--- src/rtl/pciSinkPkg.sv ---
package pciSinkPkg;

  typedef enum logic [2:0] {
    ST_IDLE,
    ST_SKIP,
    ST_DECODE,
    ST_ACTIVE,
    ST_DISC,
    ST_REQ
  } sinkState_t;

  typedef struct packed {
    logic loadAddr;
    logic push;
    logic pop;
  } sinkStrobe_t;

  localparam logic [3:0] CMD_MEM_WRITE = 4'b0111;

endpackage

--- src/rtl/pciSinkCtrl.sv ---
module pciSinkCtrl
  import pciSinkPkg::*;
#(
  parameter logic [31:0] BASE = 32'h1000_0000,
  parameter logic [31:0] SIZE = 32'h0001_0000
) (
  input  logic        clk,
  input  logic        rstN,
  input  logic [31:0] adIn,
  input  logic [3:0]  cbeN,
  input  logic        frameN,
  input  logic        irdyN,
  input  logic        memGnt,
  input  logic        almostFull,
  input  logic        oneLeft,
  input  logic        empty,
  output sinkStrobe_t strb,
  output logic        trdyN,
  output logic        stopN,
  output logic        devselN,
  output logic        trdyOe,
  output logic        stopOe,
  output logic        devselOe,
  output logic        memReq,
  output logic        memWrEn
);

  sinkState_t state, stateNext;
  logic frameQ;
  logic turnQ;
  logic start;
  logic hit;
  logic busDone;

  assign start   = frameQ && !frameN;
  assign hit     = ((adIn - BASE) < SIZE) && (cbeN == CMD_MEM_WRITE);
  assign busDone = frameN && irdyN;

  // Strobes toward the datapath
  assign strb.loadAddr = (state == ST_IDLE) && start;
  assign strb.push     = (state == ST_ACTIVE) && !irdyN;
  assign strb.pop      = memWrEn;

  always_comb begin
    stateNext = state;
    unique case (state)
      ST_IDLE:   if (start) stateNext = hit ? ST_DECODE : ST_SKIP;
      ST_SKIP:   if (busDone) stateNext = ST_IDLE;
      ST_DECODE: stateNext = ST_ACTIVE;
      ST_ACTIVE: begin
        if (!irdyN) begin
          if (frameN)          stateNext = ST_REQ;
          else if (almostFull) stateNext = ST_DISC;
        end
      end
      ST_DISC:   if (busDone) stateNext = ST_REQ;
      ST_REQ:    if (empty || (memWrEn && oneLeft)) stateNext = ST_IDLE;
      default:   stateNext = ST_IDLE;
    endcase
  end

  always_ff @(posedge clk) begin
    if (!rstN) begin
      state  <= ST_IDLE;
      frameQ <= 1'b1;
      turnQ  <= 1'b0;
    end else begin
      state  <= stateNext;
      frameQ <= frameN;
      turnQ  <= ((state == ST_ACTIVE) || (state == ST_DISC)) && (stateNext == ST_REQ);
    end
  end

  // Bus outputs, decoded from state only
  assign devselN  = !((state == ST_ACTIVE) || (state == ST_DISC));
  assign trdyN    = !(state == ST_ACTIVE);
  assign stopN    = !(state == ST_DISC);
  assign devselOe = (state == ST_ACTIVE) || (state == ST_DISC) || turnQ;
  assign trdyOe   = devselOe;
  assign stopOe   = devselOe;

  // Local side
  assign memReq  = (state == ST_REQ) && !empty;
  assign memWrEn = memReq && memGnt;

  // claim appears two edges after the start edge
  a_r2_claim_delay: assert property (@(posedge clk) disable iff (!rstN)
    $fell(devselN) |-> $past(frameN, 2) == 1'b0 && $past(devselN, 2));

  // a disconnect begins only after a handshake on a continuing burst
  a_r4_stop_after_full: assert property (@(posedge clk) disable iff (!rstN)
    $fell(stopN) |-> $past(!irdyN && !trdyN && !frameN && almostFull));

  // stop and claim are released together, only once the master is idle
  a_r6_release_together: assert property (@(posedge clk) disable iff (!rstN)
    $rose(stopN) |-> $rose(devselN) && $past(frameN && irdyN));

  // a pending request is held until granted
  a_r8_req_held: assert property (@(posedge clk) disable iff (!rstN)
    (memReq && !memGnt) |=> memReq);

  // never request memory while claiming the bus
  a_r8_no_req_on_bus: assert property (@(posedge clk) disable iff (!rstN)
    !devselN |-> !memReq);

endmodule

--- src/rtl/pciSinkData.sv ---
module pciSinkData
  import pciSinkPkg::*;
#(
  parameter int DEPTH = 4
) (
  input  logic        clk,
  input  logic        rstN,
  input  sinkStrobe_t strb,
  input  logic [31:0] adIn,
  input  logic [3:0]  cbeN,
  output logic        almostFull,
  output logic        oneLeft,
  output logic        empty,
  output logic [31:0] memAddr,
  output logic [31:0] memData,
  output logic [3:0]  memByteEn
);

  localparam int PTR_W = (DEPTH > 1) ? $clog2(DEPTH) : 1;
  localparam int CNT_W = $clog2(DEPTH + 1);
  localparam logic [PTR_W-1:0] LAST_PTR = PTR_W'(DEPTH - 1);
  localparam logic [CNT_W-1:0] FULL_CNT = CNT_W'(DEPTH);

  logic [31:0] addrMem [DEPTH];
  logic [31:0] dataMem [DEPTH];
  logic [3:0]  beMem   [DEPTH];
  logic [PTR_W-1:0] wrPtr, rdPtr;
  logic [CNT_W-1:0] count;
  logic [31:0] wordAddr;

  assign empty      = (count == '0);
  assign oneLeft    = (count == CNT_W'(1));
  assign almostFull = (count == FULL_CNT - CNT_W'(1));

  generate
    for (genvar i = 0; i < DEPTH; i++) begin : g_slot
      always_ff @(posedge clk) begin
        if (strb.push && (wrPtr == PTR_W'(i))) begin
          addrMem[i] <= wordAddr;
          dataMem[i] <= adIn;
          beMem[i]   <= ~cbeN;
        end
      end
    end
  endgenerate

  always_ff @(posedge clk) begin
    if (!rstN) begin
      wrPtr    <= '0;
      rdPtr    <= '0;
      count    <= '0;
      wordAddr <= '0;
    end else begin
      if (strb.loadAddr) wordAddr <= adIn;
      else if (strb.push) wordAddr <= wordAddr + 32'd4;
      if (strb.push) wrPtr <= (wrPtr == LAST_PTR) ? '0 : wrPtr + PTR_W'(1);
      if (strb.pop)  rdPtr <= (rdPtr == LAST_PTR) ? '0 : rdPtr + PTR_W'(1);
      count <= count + CNT_W'(strb.push) - CNT_W'(strb.pop);
    end
  end

  assign memAddr   = addrMem[rdPtr];
  assign memData   = dataMem[rdPtr];
  assign memByteEn = beMem[rdPtr];

  // a store never lands in a full FIFO
  a_r3_no_overflow: assert property (@(posedge clk) disable iff (!rstN)
    strb.push |-> count < FULL_CNT);

  // a local write never reads an empty FIFO
  a_r9_pop_nonempty: assert property (@(posedge clk) disable iff (!rstN)
    strb.pop |-> !empty);

endmodule

--- src/rtl/pciBurstSink.sv ---
module pciBurstSink
  import pciSinkPkg::*;
#(
  parameter logic [31:0] BASE  = 32'h1000_0000,
  parameter logic [31:0] SIZE  = 32'h0001_0000,
  parameter int          DEPTH = 4
) (
  input  logic        clk,
  input  logic        rstN,
  input  logic [31:0] adIn,
  input  logic [3:0]  cbeN,
  input  logic        frameN,
  input  logic        irdyN,
  output logic        trdyN,
  output logic        stopN,
  output logic        devselN,
  output logic        trdyOe,
  output logic        stopOe,
  output logic        devselOe,
  output logic        memReq,
  input  logic        memGnt,
  output logic        memWrEn,
  output logic [31:0] memAddr,
  output logic [31:0] memData,
  output logic [3:0]  memByteEn
);

  sinkStrobe_t strb;
  logic almostFull, oneLeft, empty;

  pciSinkCtrl #(.BASE(BASE), .SIZE(SIZE)) i_ctrl (
    .clk(clk), .rstN(rstN), .adIn(adIn), .cbeN(cbeN),
    .frameN(frameN), .irdyN(irdyN), .memGnt(memGnt),
    .almostFull(almostFull), .oneLeft(oneLeft), .empty(empty),
    .strb(strb), .trdyN(trdyN), .stopN(stopN), .devselN(devselN),
    .trdyOe(trdyOe), .stopOe(stopOe), .devselOe(devselOe),
    .memReq(memReq), .memWrEn(memWrEn)
  );

  pciSinkData #(.DEPTH(DEPTH)) i_data (
    .clk(clk), .rstN(rstN), .strb(strb), .adIn(adIn), .cbeN(cbeN),
    .almostFull(almostFull), .oneLeft(oneLeft), .empty(empty),
    .memAddr(memAddr), .memData(memData), .memByteEn(memByteEn)
  );

endmodule

--- config.mk ---
export PLATFORM = sky130hd
export DESIGN_NAME = pciBurstSink
export DESIGN_NICKNAME = d
export VERILOG_FILES = /design/src/rtl/pciSinkPkg.sv /design/src/rtl/pciSinkCtrl.sv /design/src/rtl/pciSinkData.sv /design/src/rtl/pciBurstSink.sv
export SDC_FILE = /design/constraint.sdc
export NUM_CORES = 1
export LEC_CHECK = 0
export BUFFER_PORTS_ARGS = -buffer_cell sky130_fd_sc_hd__buf_2
export CAP_MARGIN = 10
export CORE_ASPECT_RATIO = 1.75
export CORE_UTILIZATION = 59
export DETAILED_ROUTE_END_ITERATION = 16
export PLACE_DENSITY = 0.9
export REMOVE_ABC_BUFFERS = 1
export SYNTH_ARGS = -nofsm -noshare
export SYNTH_HDL_FRONTEND = slang
export SYNTH_HIERARCHICAL = 1
export SYNTH_SLANG_ARGS = --single-unit
--- constraint.sdc ---
create_clock -name clk -period 4.2 [get_ports clk]
set_input_delay 0.42 -clock clk [delete_from_list [all_inputs] [get_ports clk]]
set_output_delay 0.42 -clock clk [all_outputs]
set_load 0.02 [all_outputs]
==> results of run 1 <==
-- cells in the final DEF (no fill, tap or decap), types with 11 or more instances in the layout --
| master | Yosys | routed |
|---|---|---|
| sky130_fd_sc_hd__buf_2 | 7 | 117 |
| sky130_fd_sc_hd__clkbuf_16 | 0 | 27 |
| sky130_fd_sc_hd__dfxtp_1 | 46 | 44 |
| sky130_fd_sc_hd__edfxtp_1 | 272 | 272 |
| sky130_fd_sc_hd__inv_1 | 11 | 11 |
| sky130_fd_sc_hd__mux4_2 | 68 | 68 |
| sky130_fd_sc_hd__nand2_1 | 30 | 30 |
| sky130_fd_sc_hd__nand3_1 | 22 | 22 |
| sky130_fd_sc_hd__nor2_1 | 17 | 17 |
| sky130_fd_sc_hd__nor2b_1 | 11 | 11 |
| sky130_fd_sc_hd__o21ai_0 | 29 | 29 |
-- final cells by class --
cell class                 count  area share
tap                          252     0.02203
inverter                      13    0.003409
clock buffer                  36     0.05236
sequential                   318      0.6355
multi-input combinational    335      0.2307
clock inverter                13     0.01241
timing repair buffer         122     0.04354
-- kinds of logic after synthesis --
kind of cell	count (synthesis)
AO/OA/AOI/OAI	73
AND/OR/NAND/NOR	166
multiplexers	75
XOR/XNOR	12
buffers and inverters	50
flip-flops	318
adder cells (fa/ha/maj)	9
-- worst max-delay path, stage by stage, from the launching register on --
cell	delay (ps)
sky130_fd_sc_hd__dfxtp_4	750
sky130_fd_sc_hd__buf_4	490
sky130_fd_sc_hd__mux4_2	580
sky130_fd_sc_hd__buf_2	180
-- per-layer routing --
metal,routed length (µm),up-vias,global-route usage,part of all wire
met5,0,-,0,0
met4,811,0,0.09531,0.033
met3,1286,50,0.03073,0.053
met2,12990,261,0.3944,0.53
met1,9308,3505,0.2896,0.38
li1,-,3063,-,-
-- power breakdown --
| part | internal (µW) | leakage (µW) | switching, µW | total [µW] |
|---|---|---|---|---|
| Combinational | 52.1 | 0.00144 | 89.3 | 141 |
| Sequential | 3450 | 0.00282 | 61.9 | 3520 |
| Clock | 1500 | 0.000452 | 1050 | 2550 |
-- state kept, by name, summed over array words and instances, names as in the netlist, 2 cells and up, named ones only --
| signal | count |
|---|---|
| i_data/wordAddr | 32 |
| i_data/count | 3 |
| i_data/rdPtr | 2 |
| i_data/beMem | 16 |
| i_ctrl/state | 3 |
| i_data/wrPtr | 2 |
| i_data/dataMem | 128 |
| i_data/addrMem | 128 |
-- metrics by stage --
stage	worst slack (ps)	power, µW	instance area, µm²
final	1245	6209	14310
after global routing	1036	6386	14310
after CTS	1124	6249	14310
after detailed placement	1576	3720	13380
after global placement	1704	3708	13380
after floorplan	166.5	3632	12430
-- path summary, 6_finish.rpt --
kind         cells after the start                   end  slack, ps          startpoint
max reg2reg                      7   i_data/wordAddr[15]       1550     i_ctrl/state[1]
min                              1  i_data/dataMem[3][7]        120             adIn[7]
min reg2reg                      0  i_data/addrMem[2][1]        510  i_data/wordAddr[1]
max                              3           memAddr[10]       1240           flip-flop
==> reports/summary.json, run 1 <==
{
  "max-slew-margin-rel": 0.2793,
  "sequential_cell_area_mm2": 0.009096,
  "netlist-cell-type-count": 62,
  "top_count_cell_post_synth": "sky130_fd_sc_hd__edfxtp_1",
  "drt_iter0_drc": 602,
  "globalRouteOverflowTotal": 0,
  "yosysWarnings": 6,
  "hold_viol": 0,
  "synthToLayoutAreaGrowth_pct": 13.22,
  "floorplan.initialDensity": 0.6039,
  "first_pass_iters": 6,
  "cts_resized": 0,
  "synth.cells.most_frequent": "sky130_fd_sc_hd__edfxtp_1 (272), sky130_fd_sc_hd__mux4_2 (68), sky130_fd_sc_hd__dfxtp_1 (46)",
  "grt_max_degree": 69,
  "slew_viol_final": 0,
  "setup-violations-final": 0,
  "synth.largest_area_cell": "sky130_fd_sc_hd__edfxtp_1",
  "min_period_ps": 2955,
  "final_layout_size_suffix_gt1_frac": 0.3082,
  "grt_use_total": 0.2279,
  "syn_area_mm2": 0.01264,
  "n_antenna_cell": 0,
  "synth_enable_flop_cells": 272,
  "drt_wl_total_mm": 24.39,
  "min_period_over_period": 0.7036,
  "cts.clk_slew.worst_paths_ps": 70,
  "cts-buffers-inserted": 27,
  "coreArea_mm2": 0.02093,
  "status": "complete, no violations",
  "routed-via-count": 6879,
  "tritoncts_num_sinks": 318,
  "yosys.area.top_type_share": 0.6461,
  "cap_viol_max_count": 0,
  "ys_seq_area_frac": 0.7190,
  "place.port_buffers": 116,
  "post_synth_xor_area_fraction": 0.008314,
  "ys_ff_latch": 318,
  "combinational_family_with_the_most_area_after_synthesis": "multiplexers",
  "cp_data_required_time_ps": 3780,
  "drt.antenna.violating_nets": 0,
  "power.density_mw_per_mm2": 433.8,
  "worst_pin_slew_ps": 1081,
  "rsz_0062_raised_after_global_routing": "no",
  "postCtsHoldBufs": 0,
  "detail_route.drc_violations": 0,
  "num-fill-cells": 1311,
  "synth_area_per_cell_um2": 17.98,
  "ir_drop_mv": 0.3298,
  "total_number_of_nets_in_the_final_design": 867,
  "gp_congestion": 0.7807,
  "synth_ff_type": "sky130_fd_sc_hd__edfxtp_1",
  "floorplan.rows": 70,
  "synthesis.instances": 703,
  "worst_setup_path_start_kind": "flip-flop",
  "layoutNonFillerInstCount": 1089,
  "num_io_pins": 117,
  "timing.critical_path.fanout_max": 31,
  "h_tree_depth": 1,
  "tritoncts": "built",
  "hold_slack_ps": 117.0,
  "cts-root-to-sink-buffers": 3,
  "worstHoldPathType": "input pin to flip-flop",
  "worst_skew_pair.late_latency_ps": 530,
  "vias_in_the_first_global_route": 6931,
  "synth-compound-area-share": 0.03850,
  "final_core_util": 0.6837,
  "routed_via_density": 6.317,
  "grt_pass1_wl_mm": 37.96,
  "route.detailed.wl_per_inst_um": 22.40,
  "clock-root-buffer": "sky130_fd_sc_hd__clkbuf_16",
  "dp_hpwl_mm": 14.60,
  "cp-end-kind": "primary output",
  "post_synth_main_area_contributors": "sky130_fd_sc_hd__edfxtp_1 (65%), sky130_fd_sc_hd__mux4_2 (12%), sky130_fd_sc_hd__dfxtp_1 (7.3%), sky130_fd_sc_hd__o21ai_0 (1.1%), sky130_fd_sc_hd__nand2_1 (0.89%)",
  "antenna_violations_before_repair": 0,
  "synth_fa_ha_area_frac": 0.009502,
  "synth_mux_area_frac": 0.1267,
  "floorplan.die_area_mm2": 0.02204,
  "die_width_um": 112.6,
  "die_height_um": 195.6,
  "critical_path_class": "flip-flop to primary output",
  "data_arrival_at_the_endpoint_of_the_critical_path_ps": 2540,
  "multi_input_comb_area_mm2": 0.003302,
  "clock-skew-final_ps": 12.05,
  "postCtsSetupRepairBufs": 0,
  "achievable-frequency_ghz": 0.3384,
  "synth-simple-area-share": 0.07740,
  "postSynth.asyncResetShare": 0,
  "cellLeakagePower_uw": 0.004719,
  "placedCellCount": 1039,
  "fin_tns_setup_ps": 0
}
Note: power is estimated with default switching activity, not from simulation.
==> run 2: changes to the inputs <==
Settings changed: ABC_AREA set to 1, CORE_UTILIZATION 59 to 53, PLACE_DENSITY 0.9 to 0.86.
Clock period 4.2 ns to 2.4 ns, I/O delays scaled along.
==> run 2 against run 1 <==
Synthesized cell count grew 61%. Combinational power is 110% higher. Register-to-register slack worse by 1400 ps. Worst setup slack lost 1200 ps. Area after synthesis grew 3.5%. Routed wire length rose by 27%. Final area grew 7.4%. Sequential power increased by 74%. Critical path type unchanged. Highest routed layer unchanged.
==> reports/summary.json, run 2 <==
{
  "status": "complete, no violations",
  "detail_route.drc_violations": 0,
  "worstHoldPathType": "input pin to flip-flop",
  "grt_pass1_wl_mm": 46.58,
  "crit_path_top_delay_cell": "sky130_fd_sc_hd__dfxtp_4",
  "synth-compound-area-share": 0.1172,
  "ys_ff_latch": 318,
  "cellLeakagePower_uw": 0.005539,
  "yosys.area.top_type_share": 0.6243,
  "achievable-frequency_ghz": 0.4276,
  "routed_via_density": 5.889,
  "die_width_um": 120.8,
  "globalRouteOverflowTotal": 0,
  "routed-via-count": 9399,
  "place.port_buffers": 116,
  "placedCellCount": 1516,
  "cts-buffers-inserted": 25,
  "clock-skew-final_ps": 24.34,
  "hold_viol": 0,
  "ir_drop_mv": 0.4693,
  "floorplan.initialDensity": 0.5425,
  "netlist-cell-type-count": 37,
  "coreArea_mm2": 0.02412,
  "combinational_family_with_the_most_area_after_synthesis": "simple AND/OR/NAND/NOR gates",
  "critical_path.cell_chain": "inv_4, buf_16, o21ai_0, o22ai_1, buf_2",
  "total_power_uw": 10790,
  "r2r_startpoint": "i_data/count[1]",
  "syn_area_mm2": 0.01308,
  "grt_max_degree": 137,
  "drt_wl_total_mm": 31.03,
  "min_period_ps": 2339,
  "gp_congestion": 0.9247,
  "cp_data_required_time_ps": 2160,
  "cp-end-kind": "primary output",
  "worst_skew_pair.late_latency_ps": 550,
  "dp_hpwl_mm": 17.80,
  "drt_iter0_drc": 784,
  "h_tree_depth": 1,
  "synth-simple-area-share": 0.1385,
  "top_count_cell_post_synth": "sky130_fd_sc_hd__edfxtp_1",
  "num_io_pins": 117,
  "setup-violations-final": 0,
  "slew_viol_final": 0,
  "floorplan.rows": 75,
  "synthToLayoutAreaGrowth_pct": 17.45,
  "setup_ws_ps": 61.19,
  "layout.cells.most_common": "sky130_fd_sc_hd__edfxtp_1",
  "antenna_violations_before_repair": 0,
  "tritoncts_num_sinks": 318,
  "cts-root-to-sink-buffers": 3,
  "synth_ff_type": "sky130_fd_sc_hd__edfxtp_1",
  "reg2regPathDepth": 10,
  "rsz_0062_raised_after_global_routing": "no",
  "synth.largest_area_cell": "sky130_fd_sc_hd__edfxtp_1",
  "final_layout_size_suffix_gt1_frac": 0.1879,
  "cap_viol_max_count": 0,
  "layoutNonFillerInstCount": 1596,
  "top_regs": "i_data/addrMem (128), i_data/dataMem (128), i_data/wordAddr (32)",
  "synth_mux_area_frac": 0,
  "tritoncts": "built",
  "worst_setup_path_start_kind": "flip-flop",
  "first_pass_iters": 5,
  "power.density_mw_per_mm2": 702.0,
  "critical_path_class": "flip-flop to primary output",
  "min_path_cells": 2,
  "n_antenna_cell": 0,
  "route.detailed.wl_per_inst_um": 19.44,
  "synth.cells.most_frequent": "sky130_fd_sc_hd__edfxtp_1 (272), sky130_fd_sc_hd__nor2_1 (188), sky130_fd_sc_hd__o21ai_0 (144)",
  "die_height_um": 209.8,
  "timing.critical_path.slowest_cell_delay_ps": 390,
  "drt.antenna.violating_nets": 0,
  "clock-root-buffer": "sky130_fd_sc_hd__clkbuf_16",
  "synth_fa_ha_area_frac": 0.009181,
  "post_synth_main_area_contributors": "sky130_fd_sc_hd__edfxtp_1 (62%), sky130_fd_sc_hd__dfxtp_1 (7.0%), sky130_fd_sc_hd__o21ai_0 (5.5%), sky130_fd_sc_hd__nor2_1 (5.4%), sky130_fd_sc_hd__nand2_1 (3.6%)",
  "layout.cells.most_common_list": "sky130_fd_sc_hd__edfxtp_1 (272), sky130_fd_sc_hd__nor2_1 (188), sky130_fd_sc_hd__o21ai_0 (144), sky130_fd_sc_hd__nand2_1 (125), sky130_fd_sc_hd__buf_2 (116)",
  "ys_seq_area_frac": 0.6947,
  "synthesis.instances": 1129,
  "worst_pin_slew_ps": 1161,
  "yosysWarnings": 6,
  "postSynth.asyncResetShare": 0,
  "grt_use_total": 0.2387,
  "floorplan.die_area_mm2": 0.02534,
  "timing.critical_path.fanout_max": 33,
  "data_arrival_at_the_endpoint_of_the_critical_path_ps": 2100,
  "post_synth_xor_area_fraction": 0.003347,
  "vias_in_the_first_global_route": 9244,
  "cts.clk_slew.worst_paths_ps": 70,
  "synth_area_per_cell_um2": 11.59,
  "hold_path_start": "cbeN[3]",
  "synth_enable_flop_cells": 272,
  "pre_cts_slack_ps": 205.2,
  "min_period_over_period": 0.9745,
  "hold_slack_ps": 18.78,
  "total_number_of_nets_in_the_final_design": 1320,
  "max-slew-margin-rel": 0.2250
}
## run 2: cell types whose count changed after synthesis, moves of 17 or more
cell | previous run | this run
sky130_fd_sc_hd__o22ai_1 | 0 | 68
sky130_fd_sc_hd__a22oi_1 | 0 | 20
sky130_fd_sc_hd__nor2_1 | 17 | 188
sky130_fd_sc_hd__inv_1 | 11 | 56
sky130_fd_sc_hd__o21ai_0 | 29 | 144
sky130_fd_sc_hd__nand2_1 | 30 | 125
sky130_fd_sc_hd__mux4_2 | 68 | 0
sky130_fd_sc_hd__clkbuf_1 | 19 | 37
sky130_fd_sc_hd__a21oi_1 | 6 | 23
## run 2: kinds of logic (layout without fill, tap and decap cells)
group	after synthesis	count (layout)
XOR/XNOR	5	5
flip-flops	318	318
AND/OR/NAND/NOR	406	406
buffers and inverters	119	278
adder cells (fa/ha/maj)	9	9
AO/OA/AOI/OAI	272	272
## run 2: critical path, delay by kind of cell (launching register included)
kind                   cells  cell delay [ps]
AOI/OAI and AO/OA          2              400
buffers and inverters      3              750
DFF                        1              390
## run 2: layout make-up
class | count | area, µm²
sequential | 318 | 9094
fill | 1700 | 8751
multi-input combinational | 692 | 3508
timing repair buffer | 173 | 1282
clock buffer | 29 | 640.6
tap | 308 | 385.4
clock inverter | 16 | 227.7
inverter | 60 | 227.7
## run 2: path summary, 6_finish.rpt
path                           to  slack (ps)
max                    memAddr[6]          60
min reg2reg  i_data/addrMem[2][1]         500
max reg2reg       i_data/count[2]         130
min            i_data/beMem[0][3]          20
## run 2: layer usage
| metal | vias to the layer above | share of wire | GRT usage |
|---|---|---|---|
| met5 | - | 0 | 0 |
| met4 | 0 | 0.037 | 0.1264 |
| met3 | 78 | 0.062 | 0.02989 |
| met2 | 440 | 0.55 | 0.4429 |
| met1 | 4583 | 0.35 | 0.2611 |
| li1 | 4298 | - | - |
## run 2: power breakdown
group          total [µW]  switching (µW)  leakage [µW]  internal [µW]
registers            6110            83.2       0.00283           6020
logic                 298             175       0.00229            123
clock network        4380            1900      0.000419           2480
total               10800            2160       0.00554           8630
## run 2: per-stage QoR
stage / cell area [µm²] / util / TNS, ps
floorplan: 12820 / - / -287820
global placement: 14100 / 0.5845 / 0
detailed placement: 14100 / 0.5845 / 0
CTS: 15300 / 0.6342 / 0
global route: 15370 / 0.6371 / 0
finish: 15370 / 0.6371 / 0
## run 2: repair_timing
| action | CTS | global route |
|---|---|---|
| gates resized for setup | 0 | 4 |
| hold endpoints to repair | 124 | 0 |
| buffers inserted | 0 | 0 |
| setup endpoints to repair | 0 | 7 |
| hold buffers | 33 | 0 |
==> run 3: changes to the inputs <==
Settings changed: CELL_PAD_IN_SITES_DETAIL_PLACEMENT set to 1, CELL_PAD_IN_SITES_GLOBAL_PLACEMENT set to 1, CORE_UTILIZATION 53 to 43.
==> run 3 against run 2 <==
Utilization is 12 points lower. Clock skew down 7.1 ps. First-iteration DRC count decreased by 34%. Global-route usage is 0.88 points lower. Hold slack improved by 7.6 ps. Maximum frequency shrank 0.20%. Count of clock-buffer cells in the layout unchanged. Routed wire length up 14%. Critical path type unchanged.
==> reports/summary.json, run 3 (synthesized netlist as in run 2, its figures left out) <==
{
  "status": "complete, no violations",
  "rsz_0062_raised_after_global_routing": "yes",
  "cp-end-kind": "primary output",
  "timing.critical_path.slowest_cell_delay_ps": 430,
  "num-fill-cells": 3142,
  "antenna_violations_before_repair": 0,
  "power.density_mw_per_mm2": 703.5,
  "n_antenna_cell": 0,
  "route.detailed.wl_per_inst_um": 21.01,
  "placedCellCount": 1597,
  "detail_route.drc_violations": 0,
  "clock-skew-final_ps": 17.23,
  "place.port_buffers": 116,
  "globalRouteOverflowTotal": 0,
  "min_period_ps": 2343,
  "dp_hpwl_mm": 22.08,
  "min_period_over_period": 0.9764,
  "hold_slack_ps": 26.34,
  "vias_in_the_first_global_route": 10160,
  "worst_pin_slew_ps": 721.4,
  "tritoncts": "built",
  "drt_wl_total_mm": 35.35,
  "postLayoutCellArea_mm2": 0.01549,
  "setup_ws_ps": 56.57,
  "h_tree_depth": 1,
  "die_width_um": 133.9,
  "routed-via-count": 9352,
  "cellLeakagePower_uw": 0.005551,
  "total_number_of_nets_in_the_final_design": 1325,
  "crit_path_top_delay_cell": "sky130_fd_sc_hd__dfxtp_4",
  "cap_viol_max_count": 0,
  "min_path_cells": 2,
  "top_regs": "i_data/addrMem (128), i_data/dataMem (128), i_data/wordAddr (32)",
  "grt_max_degree": 89,
  "achievable-frequency_ghz": 0.4267,
  "final_layout_size_suffix_gt1_frac": 0.1960,
  "placed_area_mm2": 0.01421,
  "drt_iter0_drc": 518,
  "worstHoldPathType": "input pin to flip-flop",
  "coreArea_mm2": 0.02995,
  "cp_data_required_time_ps": 2160,
  "grt_pass1_wl_mm": 54.82,
  "layoutNonFillerInstCount": 1683,
  "floorplan.initialDensity": 0.4368,
  "layout.cells.most_common_list": "sky130_fd_sc_hd__edfxtp_1 (272), sky130_fd_sc_hd__nor2_1 (188), sky130_fd_sc_hd__o21ai_0 (144), sky130_fd_sc_hd__nand2_1 (125), sky130_fd_sc_hd__buf_2 (116)",
  "pre_cts_slack_ps": 216.6,
  "data_arrival_at_the_endpoint_of_the_critical_path_ps": 2100,
  "setup-violations-final": 0,
  "routed_via_density": 5.557,
  "first_pass_iters": 5,
  "slew_viol_final": 0,
  "tritoncts_num_sinks": 318,
  "reg2regPathDepth": 10,
  "cts-root-to-sink-buffers": 3,
  "max-slew-margin-rel": 0.5185,
  "synthToLayoutAreaGrowth_pct": 18.38,
  "critical_path_class": "flip-flop to primary output",
  "layout.cells.most_common": "sky130_fd_sc_hd__edfxtp_1",
  "cts.clk_slew.worst_paths_ps": 70,
  "floorplan.die_area_mm2": 0.03115,
  "cts-buffers-inserted": 27,
  "grt_use_total": 0.2298,
  "worst_skew_pair.late_latency_ps": 560,
  "gp_congestion": 0.8427,
  "num_io_pins": 117,
  "critical_path.cell_chain": "clkinv_2, buf_12, o21ai_0, o22ai_1, buf_2",
  "drt.antenna.violating_nets": 0,
  "timing.critical_path.fanout_max": 88,
  "die_height_um": 232.7,
  "ir_drop_mv": 0.4860,
  "floorplan.rows": 84,
  "worst_setup_path_start_kind": "flip-flop",
  "hold_viol": 0,
  "clock-root-buffer": "sky130_fd_sc_hd__clkbuf_16"
}
run 3: stage by stage:
stage	utilization	setup TNS (ps)	power (µW)
floorplan	-	-287820	6331
global placement	0.4744	0	6470
detailed placement	0.4744	0	6496
CTS	0.5164	-419.6	10950
global route	0.5170	-39.52	11180
finish	0.5170	0	10890
run 3: critical path: cells and delay by family, from the launching register on:
kind                   cells  cell delay (ps)
buffers and inverters      3              620
AOI/OAI and AO/OA          2              430
DFF                        1              430
run 3: report_power, final:
group          internal (µW)  switching (µW)  leakage, µW
logic                    128             185      0.00229
registers               6030            85.9      0.00283
clock network           2450            2020     0.000435
total                   8600            2300      0.00555
run 3: layer usage:
layer / track usage / share of wire
met5: 0 / 0
met4: 0.1016 / 0.036
met3: 0.02658 / 0.040
met2: 0.4381 / 0.55
met1: 0.2514 / 0.38
run 3: final cells by class:
| cell class | count | area (µm²) | share of cell area |
|---|---|---|---|
| Sequential cell | 318 | 9094 | 0.5872 |
| Multi-Input combinational cell | 692 | 3508 | 0.2265 |
| Timing Repair Buffer | 176 | 1271 | 0.08208 |
| Clock buffer | 29 | 693.2 | 0.04476 |
| Tap cell | 387 | 484.2 | 0.03127 |
| Inverter | 60 | 226.5 | 0.01462 |
| Clock inverter | 21 | 210.2 | 0.01357 |
run 3: final timing paths:
path	start	to	slack, ps
worst max register to register	i_data/count[1]	i_data/count[2]	200
worst min-delay path	cbeN[0]	i_data/beMem[3][0]	30
worst min register to register	i_data/wordAddr[0]	i_data/addrMem[2][0]	500
worst max-delay path	flip-flop	memAddr[5]	60
run 3: timing repair:
item	in CTS	in global routing
hold buffers	35	0
resized for setup	1	2
setup buffers	0	1
setup endpoints to repair	12	35
hold endpoints to repair	142	0
